### config.mk
export PLATFORM = sky130hd
export DESIGN_NAME = irqc_top
export DESIGN_NICKNAME = d
export VERILOG_FILES = /design/src/rtl/irqc_pkg.sv /design/src/rtl/irqc_regs.sv /design/src/rtl/irqc_status.sv /design/src/rtl/irqc_port.sv /design/src/rtl/irqc_top.sv
export SDC_FILE = /design/constraint.sdc
export NUM_CORES = 1
export LEC_CHECK = 0
export BUFFER_PORTS_ARGS = -buffer_cell sky130_fd_sc_hd__clkbuf_2
export CELL_PAD_IN_SITES_DETAIL_PLACEMENT = 0
export CELL_PAD_IN_SITES_GLOBAL_PLACEMENT = 1
export CORE_MARGIN = 4
export CORE_UTILIZATION = 43
export CTS_BUF_LIST = sky130_fd_sc_hd__clkbuf_8
export CTS_CLUSTER_DIAMETER = 60
export CTS_CLUSTER_SIZE = 28
export DETAILED_ROUTE_END_ITERATION = 10
export GPL_ROUTABILITY_DRIVEN = 0
export PLACE_DENSITY = 0.78
export SETUP_SLACK_MARGIN = 0.2
export SYNTH_ARGS = -nofsm -noshare
export SYNTH_HDL_FRONTEND = slang
export SYNTH_SLANG_ARGS = --single-unit
### constraint.sdc
create_clock -name clk -period 2.3 [get_ports clk]
set_input_delay 0.115 -clock clk [delete_from_list [all_inputs] [get_ports clk]]
set_output_delay 0.115 -clock clk [all_outputs]
set_load 0.02 [all_outputs]
### src/rtl/irqc_pkg.sv
// Package: shared constants for the dual-port interrupt controller.
// Holds the status bit layout, the register addresses and the per-port
// enable map taken from control word 1. Assumes a 16-bit data path.
package irqc_pkg;

    localparam int DW     = 16;
    localparam int BW     = DW / 2;
    localparam int ADDR_W = 5;
    localparam int NSRC   = 8;
    localparam int NPORT  = 2;

    // status bit positions
    localparam int ST_TGT1 = 0;
    localparam int ST_TGT2 = 1;
    localparam int ST_TICK = 2;
    localparam int ST_IDX  = 3;
    localparam int ST_WD1  = 4;
    localparam int ST_WD2  = 5;
    localparam int ST_OVF1 = 6;
    localparam int ST_OVF2 = 7;

    localparam logic [NSRC-1:0] OVF_MASK = 8'hC0;

    // control word 1 direction bits (1 = counter-clockwise expected)
    localparam int CW_DIR1 = 1;
    localparam int CW_DIR2 = 12;

    // byte addresses (words on even addresses)
    localparam logic [ADDR_W-1:0] A_CW1  = 5'h00;
    localparam logic [ADDR_W-1:0] A_CW2  = 5'h02;
    localparam logic [ADDR_W-1:0] A_STAT = 5'h04;

    typedef enum logic [1:0] {
        STG_NONE = 2'd0,
        STG_CW1  = 2'd1,
        STG_CW2  = 2'd2
    } stage_tgt_e;

    // Enable mask of one interrupt port, picked out of control word 1.
    function automatic logic [NSRC-1:0] port_mask(input int port, input logic [DW-1:0] cw);
        logic [NSRC-1:0] m;
        m = '0;
        if (port == 0) begin
            m[ST_TGT1] = cw[0];
            m[ST_TICK] = cw[2];
            m[ST_WD1]  = cw[3];
            m[ST_IDX]  = cw[4];
            m[ST_TGT2] = cw[5];
        end else begin
            m[ST_TGT2] = cw[10];
            m[ST_TGT1] = cw[11];
            m[ST_WD2]  = cw[13];
            m[ST_IDX]  = cw[14];
            m[ST_TICK] = cw[15];
        end
        return m;
    endfunction

endpackage

### src/rtl/irqc_regs.sv
// Register bank: decodes the host bus, holds both control words, stages
// byte-mode low bytes, builds the registered read data and issues the
// status clear strobe. Assumes single-cycle strobes qualified by cs_i.
module irqc_regs
    import irqc_pkg::*;
(
    input  logic              clk,
    input  logic              rst_n,
    input  logic              byte_mode_i,
    input  logic              cs_i,
    input  logic              wr_i,
    input  logic              rd_i,
    input  logic [ADDR_W-1:0] addr_i,
    input  logic [DW-1:0]     wdata_i,
    input  logic [NSRC-1:0]   status_i,
    output logic [DW-1:0]     cw1_o,
    output logic [DW-1:0]     cw2_o,
    output logic              stat_clr_o,
    output logic [DW-1:0]     rdata_o
);

    localparam logic [ADDR_W-2:0] W_CW1  = A_CW1[ADDR_W-1:1];
    localparam logic [ADDR_W-2:0] W_CW2  = A_CW2[ADDR_W-1:1];
    localparam logic [ADDR_W-2:0] W_STAT = A_STAT[ADDR_W-1:1];

    logic [DW-1:0]     cw1_q, cw2_q, rdata_q;
    logic [BW-1:0]     stage_q;
    stage_tgt_e        stage_tgt_q;
    logic              wr_stb, rd_stb, odd;
    logic [ADDR_W-2:0] waddr;
    stage_tgt_e        sel;
    logic [DW-1:0]     word_val, rd_val;

    assign wr_stb = cs_i & wr_i;
    assign rd_stb = cs_i & rd_i;
    assign odd    = addr_i[0];
    assign waddr  = addr_i[ADDR_W-1:1];

    // Map the word address onto a writable register, if any.
    always_comb begin
        if (waddr == W_CW1)      sel = STG_CW1;
        else if (waddr == W_CW2) sel = STG_CW2;
        else                     sel = STG_NONE;
    end

    // Control words and byte staging: word writes, low-byte stage, high-byte commit.
    always_ff @(posedge clk) begin
        if (!rst_n) begin
            cw1_q       <= '0;
            cw2_q       <= '0;
            stage_q     <= '0;
            stage_tgt_q <= STG_NONE;
        end else if (wr_stb) begin
            if (!byte_mode_i) begin
                if (!odd && sel == STG_CW1) cw1_q <= wdata_i;
                if (!odd && sel == STG_CW2) cw2_q <= wdata_i;
            end else if (!odd) begin
                if (sel != STG_NONE) begin
                    stage_q     <= wdata_i[BW-1:0];
                    stage_tgt_q <= sel;
                end
            end else if (sel != STG_NONE) begin
                if (stage_tgt_q == sel && sel == STG_CW1) cw1_q <= {wdata_i[BW-1:0], stage_q};
                if (stage_tgt_q == sel && sel == STG_CW2) cw2_q <= {wdata_i[BW-1:0], stage_q};
                stage_tgt_q <= STG_NONE;
            end
        end
    end

    // Full word of the addressed register.
    always_comb begin
        word_val = '0;
        if (sel == STG_CW1)      word_val = cw1_q;
        else if (sel == STG_CW2) word_val = cw2_q;
        else if (waddr == W_STAT) word_val = {{(DW-NSRC){1'b0}}, status_i};
    end

    // Lane selection for word mode or byte mode.
    always_comb begin
        if (byte_mode_i)
            rd_val = {{BW{1'b0}}, odd ? word_val[DW-1:BW] : word_val[BW-1:0]};
        else
            rd_val = odd ? '0 : word_val;
    end

    // Read data register: captured on each read strobe, held otherwise.
    always_ff @(posedge clk) begin
        if (!rst_n)      rdata_q <= '0;
        else if (rd_stb) rdata_q <= rd_val;
    end

    assign stat_clr_o = rd_stb && !odd && (waddr == W_STAT);
    assign cw1_o      = cw1_q;
    assign cw2_o      = cw2_q;
    assign rdata_o    = rdata_q;

    // a low-byte write never changes a control word by itself
    p_stage_only_r9: assert property (@(posedge clk) disable iff (!rst_n)
        (wr_stb && byte_mode_i && !odd) |=> ($stable(cw1_q) && $stable(cw2_q)));

    // read data holds between read strobes
    p_rdata_hold_r12: assert property (@(posedge clk) disable iff (!rst_n)
        !rd_stb |=> $stable(rdata_q));

    // word-mode odd writes leave both control words untouched
    p_odd_word_r8: assert property (@(posedge clk) disable iff (!rst_n)
        (wr_stb && !byte_mode_i && odd) |=> ($stable(cw1_q) && $stable(cw2_q)));

endmodule

### src/rtl/irqc_status.sv
// Status latch: turns event pulses and per-port direction mismatches into
// sticky status bits, cleared by a status read. A same-cycle event wins
// over the clear. Assumes events are single-cycle pulses.
module irqc_status
    import irqc_pkg::*;
(
    input  logic            clk,
    input  logic            rst_n,
    input  logic            evt_tgt1_i,
    input  logic            evt_tgt2_i,
    input  logic            evt_tick_i,
    input  logic            evt_idx_i,
    input  logic            evt_ovf1_i,
    input  logic            evt_ovf2_i,
    input  logic            step_i,
    input  logic            step_ccw_i,
    input  logic            dir1_i,
    input  logic            dir2_i,
    input  logic            clr_i,
    output logic [NSRC-1:0] status_o
);

    logic [NSRC-1:0] status_q, set_v;

    // Collect this cycle's set requests, one per source.
    always_comb begin
        set_v          = '0;
        set_v[ST_TGT1] = evt_tgt1_i;
        set_v[ST_TGT2] = evt_tgt2_i;
        set_v[ST_TICK] = evt_tick_i;
        set_v[ST_IDX]  = evt_idx_i;
        set_v[ST_WD1]  = step_i && (step_ccw_i != dir1_i);
        set_v[ST_WD2]  = step_i && (step_ccw_i != dir2_i);
        set_v[ST_OVF1] = evt_ovf1_i;
        set_v[ST_OVF2] = evt_ovf2_i;
    end

    // Sticky status: clear on read, new sets override the clear.
    always_ff @(posedge clk) begin
        if (!rst_n) status_q <= '0;
        else        status_q <= (clr_i ? '0 : status_q) | set_v;
    end

    assign status_o = status_q;

    // reset leaves the status empty
    p_reset_clear_r1: assert property (@(posedge clk)
        !rst_n |=> (status_q == '0));

    // without a clear, no set bit is lost
    p_sticky_r2: assert property (@(posedge clk) disable iff (!rst_n)
        !clr_i |=> ((status_q & $past(status_q)) == $past(status_q)));

    // an event is recorded even in a clearing cycle
    p_evt_kept_r4: assert property (@(posedge clk) disable iff (!rst_n)
        (set_v != '0) |=> ((status_q & $past(set_v)) == $past(set_v)));

endmodule

### src/rtl/irqc_port.sv
// One interrupt port: ORs the status bits enabled for this port by
// control word 1. PORT selects which enable map is used.
module irqc_port
    import irqc_pkg::*;
#(
    parameter int PORT = 0
) (
    input  logic            clk,
    input  logic            rst_n,
    input  logic [NSRC-1:0] status_i,
    input  logic [DW-1:0]   cw1_i,
    output logic            irq_o
);

    logic [NSRC-1:0] en;

    // Enable map for this port.
    assign en    = port_mask(PORT, cw1_i);
    assign irq_o = |(status_i & en);

    // overflow bits alone never raise the port
    p_ovf_silent_r7: assert property (@(posedge clk) disable iff (!rst_n)
        ((status_i & ~OVF_MASK) == '0) |-> !irq_o);

endmodule

### src/rtl/irqc_top.sv
// Top of the dual-port interrupt controller: register bank, status latch
// and one gating instance per interrupt port.
module irqc_top
    import irqc_pkg::*;
(
    input  logic              clk,
    input  logic              rst_n,
    input  logic              byte_mode_i,
    input  logic              cs_i,
    input  logic              wr_i,
    input  logic              rd_i,
    input  logic [ADDR_W-1:0] addr_i,
    input  logic [DW-1:0]     wdata_i,
    output logic [DW-1:0]     rdata_o,
    input  logic              evt_tgt1_i,
    input  logic              evt_tgt2_i,
    input  logic              evt_tick_i,
    input  logic              evt_idx_i,
    input  logic              evt_ovf1_i,
    input  logic              evt_ovf2_i,
    input  logic              step_i,
    input  logic              step_ccw_i,
    output logic              irq1_o,
    output logic              irq2_o
);

    logic [DW-1:0]    cw1, cw2;
    logic [NSRC-1:0]  status;
    logic             stat_clr;
    logic [NPORT-1:0] irq_v;

    irqc_regs u_regs (
        .clk(clk), .rst_n(rst_n), .byte_mode_i(byte_mode_i),
        .cs_i(cs_i), .wr_i(wr_i), .rd_i(rd_i), .addr_i(addr_i),
        .wdata_i(wdata_i), .status_i(status), .cw1_o(cw1), .cw2_o(cw2),
        .stat_clr_o(stat_clr), .rdata_o(rdata_o)
    );

    irqc_status u_status (
        .clk(clk), .rst_n(rst_n),
        .evt_tgt1_i(evt_tgt1_i), .evt_tgt2_i(evt_tgt2_i),
        .evt_tick_i(evt_tick_i), .evt_idx_i(evt_idx_i),
        .evt_ovf1_i(evt_ovf1_i), .evt_ovf2_i(evt_ovf2_i),
        .step_i(step_i), .step_ccw_i(step_ccw_i),
        .dir1_i(cw1[CW_DIR1]), .dir2_i(cw1[CW_DIR2]),
        .clr_i(stat_clr), .status_o(status)
    );

    for (genvar p = 0; p < NPORT; p++) begin : g_port
        irqc_port #(.PORT(p)) u_port (
            .clk(clk), .rst_n(rst_n), .status_i(status),
            .cw1_i(cw1), .irq_o(irq_v[p])
        );
    end

    assign irq1_o = irq_v[0];
    assign irq2_o = irq_v[1];

    // both ports are quiet in the cycle after reset
    p_irq_reset_r1: assert property (@(posedge clk)
        !rst_n |=> (!irq1_o && !irq2_o));

    // R2 (with R5, R6): a port rises only on a latched cause
    p_irq_cause_r2: assert property (@(posedge clk) disable iff (!rst_n)
        (status == '0) |-> (!irq1_o && !irq2_o));

    // unused control word 2 bits are storage only
    logic unused_cw2;
    assign unused_cw2 = ^cw2;

endmodule

==> results.md <==
- Initial antenna violation count: 0
- Die height: 91.6 um
- TritonCTS Buffers: 9
- Tot GR Track Use: about a fifth
- CTS tree: built
- Placed instance count: approximately 470
- Hold Path Class: in -> reg
- Number of global-route vias before repair: 2455
- F_max: ~0.70 GHz
- CP startpoint kind: register
- Number of fill cells: 683
- Clock Power Share: 43.0%
- Synth top area share: around 44%
- Syn avg cell area: 8.92 um^2
- Critical path class: reg -> out
- Post-Synthesis Cells: 337
- Area of the core: 0.00679 mm^2
- Critical Path RT: between 2 and 2.5 ns
- Post-cts sizing count: 0
- Final Hold Slack: 0.00649 ns
- Clk_skew: 0.0116 ns
- Final hold viol count: 0
- Top Ports: 53
- Post-DR wirelength/cell: around 16 um
- Max VDD drop: around 0.38 mV
- H-tree lvl count: 3
- Post-synth top flop: dfxtp_1
- Reg2reg path depth: 5
- Initial DRT Pass Iterations: 5
- Final setup fails: 0
- Clock sink total: 66
- Worst-path clk slew: 0.07 ns
- P_sw: between 0.0005 and 0.0006 W
- Final WL: 7670 um
- Grt total ovfl: 0
- Internal power: between 0.0015 and 0.002 W
- Largest area contributor in the netlist: dfxtp_1
- Min Tclk post-route: approximately 1.4 ns
- Largest net degree at the start of global routing: 54
- Worst slew pin tran: ~0.96 ns
- Synthesized area: around 0.003 mm^2
- Post-Layout Cell Count: 485
- CTS root buf: clkbuf_8
- Worst path cell trace: a222oi_1, nand2_1, clkbuf_2
- Slew margin rel.: 35.8%
- Max-slew violation count: 0
- PwrDens: a little under 700 mW/mm^2
- Via count: approximately 2.6k
- # port buffers: between 50 and 60
- Worst hold endpoint: u_status.status_o[2]
- Share of layout cells above drive strength 1: 26.7%
- DRC Markers: 0
- R2r endpoint: u_regs.cw1_o[11]
- Ys Warns: 0
- Final WS setup: around 0.87 ns
- Yosys reg bits: 66
- Logic pwr share: under 10%
- Worst r2r src: u_regs.stage_tgt_q[1]
- Crit. End Element: primary output
- Hpwl dp: between 5000 and 6000 um
- Reg power frac: roughly 50%
- ANT cells: 0
- Tcrit/Tclk final: ~62%
- Starting Density: about 44%
- Syn Nets: ~370
- Sequential share of the synthesized area: a little over two fifths
- Width of the die: between 90 and 100 um
- Worst slack, placed: 0.544 ns
- Reg2Reg Setup Slack: about 0.92 ns
- Netlist cell types: 38
- Status: completed
- RSZ-0062 raised after global routing: false
- Maximum clock path buffer count: 2
- First-pass GRT wire length: around 13000 um
- Synth area leaders: dfxtp_1 44%, mux2_2 8.6%, o21ai_0 6.8%, nand3_1 6.7%, nor2b_1 4.4%
- Clock latency on the worst-skew pair: between 0.3 and 0.4 ns
- Share of flip-flops with an asynchronous set or reset: 0%
- Hold path depth: 3
- Layout Nets: roughly 420
- Number of synthesized flops with an enable pin: 0
- Final ANT Viol Nets: 0
- CP max-delay cell: a222oi_1
- CP max stage delay: roughly 0.36 ns
- Crit path arrival time: between 1 and 1.5 ns
- HP Start: evt_tick_i
- Vias per cell: around 5.4
- Initial drt markers: 190
- Die Footprint: roughly 0.0084 mm^2
- Num rows: 30
- CP max FO: 3
- Synthesis-to-finish area growth: 18.6%
- Setup Fix Bufs, Post-CTS: 0
- Switching share of power: around a quarter
- Setup TNS: 0 ns
- Leak: approximately 1.4 nW
- Maxcap violations: 0
[cell usage after synthesis (all sizes together) (3+ instances only)]
| library cell | count |
|---|---|
| mux2 | 23 |
| buf | 5 |
| nand3 | 40 |
| nor3 | 3 |
| o21ai | 41 |
| a21oi | 23 |
| dfxtp | 66 |
| nand2 | 29 |
| a21boi | 8 |
| a22oi | 4 |
| clkbuf | 22 |
| nand2b | 9 |
| o221ai | 6 |
| nor2b | 21 |
| mux2i | 9 |
[per-stage QoR]
| stage | power [W] | cell area [um^2] | utilization [%] |
|---|---|---|---|
| floorplan | 0.00132 | 3010 | - |
| global placement | 0.00140 | 3330 | 49.1 |
| detailed placement | 0.00140 | 3330 | 49.1 |
| CTS | 0.00244 | 3560 | 52.5 |
| global route | 0.00251 | 3560 | 52.5 |
| finish | 0.00242 | 3560 | 52.5 |
[flip-flops by register name, indices dropped and copies added (netlist names)]
name,flops
u_regs.stage_tgt_q,2
u_status.status_o,8
u_regs.cw1_o,16
u_regs.rdata_o,16
u_regs.stage_q,8
u_regs.cw2_o,16
[kinds of logic (layout without fill, tap and decap cells)]
logic type / after synthesis / in the layout / synth area share (%)
AND/OR/NAND/NOR: 116 / 116 / 21.0
multiplexers: 32 / 32 / 11.6
buffers and inverters: 28 / 80 / 4.29
flip-flops: 66 / 66 / 44.0
XOR/XNOR: 2 / 2 / 0.583
AO/OA/AOI/OAI: 93 / 93 / 18.6
[layout by cell type (no fill, tap or decap), drive strengths merged, types with 3 or more instances in the layout]
master / n
mux2i: 9
a21oi: 23
o221ai: 6
o21ai: 41
nand2: 29
nand2b: 9
dfxtp: 66
nor3: 3
inv: 3
a22oi: 4
clkinv: 3
clkbuf: 61
buf: 9
nor2b: 21
mux2: 23
nand3: 40
a21boi: 8
[per-layer routing]
| layer | vias to the layer above | global-route usage [%] | share of wire [%] |
|---|---|---|---|
| li1 | 1317 | - | - |
| met1 | 1202 | 27.9 | 50 |
| met3 | 11 | 3.48 | 4.8 |
| met5 | - | 0 | 0 |
| met2 | 71 | 28.1 | 44 |
| met4 | 0 | 6.78 | 1.6 |
[layout make-up]
cell class / instances / area, um^2 / area share (%)
Clock buffer: 9 / 124 / 3.47
Timing Repair Buffer: 63 / 348 / 9.76
Clock inverter: 7 / 86.3 / 2.42
Sequential cell: 66 / 1320 / 37.1
Tap cell: 96 / 120 / 3.37
Inverter: 1 / 3.75 / 0.105
Multi-Input combinational cell: 243 / 1560 / 43.8
[power by group through the flow]
stage                     combinational (W)  clock (W)  sequential (W)
after floorplan                    0.000119          0         0.00120
after global placement             0.000199          0         0.00120
after detailed placement           0.000200          0         0.00120
after CTS                          0.000204    0.00106         0.00117
after global routing               0.000225    0.00111         0.00118
final                              0.000204    0.00104         0.00117
[worst max-delay path by stage]
stage | from | endpoint | slack [ns]
2_1_floorplan | addr_i[0] | u_status.status_o[4] | 0.62
3_3_place_gp | addr_i[2] | u_regs.stage_q[6] | 0.60
3_5_place_dp | addr_i[2] | u_regs.stage_q[2] | 0.54
4_1_cts | u_status.status_o[4] | irq1_o | 0.86
5_1_grt | addr_i[1] | u_regs.rdata_o[1] | 0.76
6_report | u_status.status_o[5] | irq2_o | 0.87
[worst max-delay path, delay by kind of cell (launching register included)]
family,cells,cell delay [ns]
compound gates,1,0.36
flops,1,0.34
buf+inv,1,0.17
simple gates,1,0.10
[repair_timing]
action                                  CTS  global route
endpoints found under the hold margin     2             0
endpoints found under the setup margin    0             0
hold buffers                              2             0
Note: power is estimated with default switching activity, not from simulation.
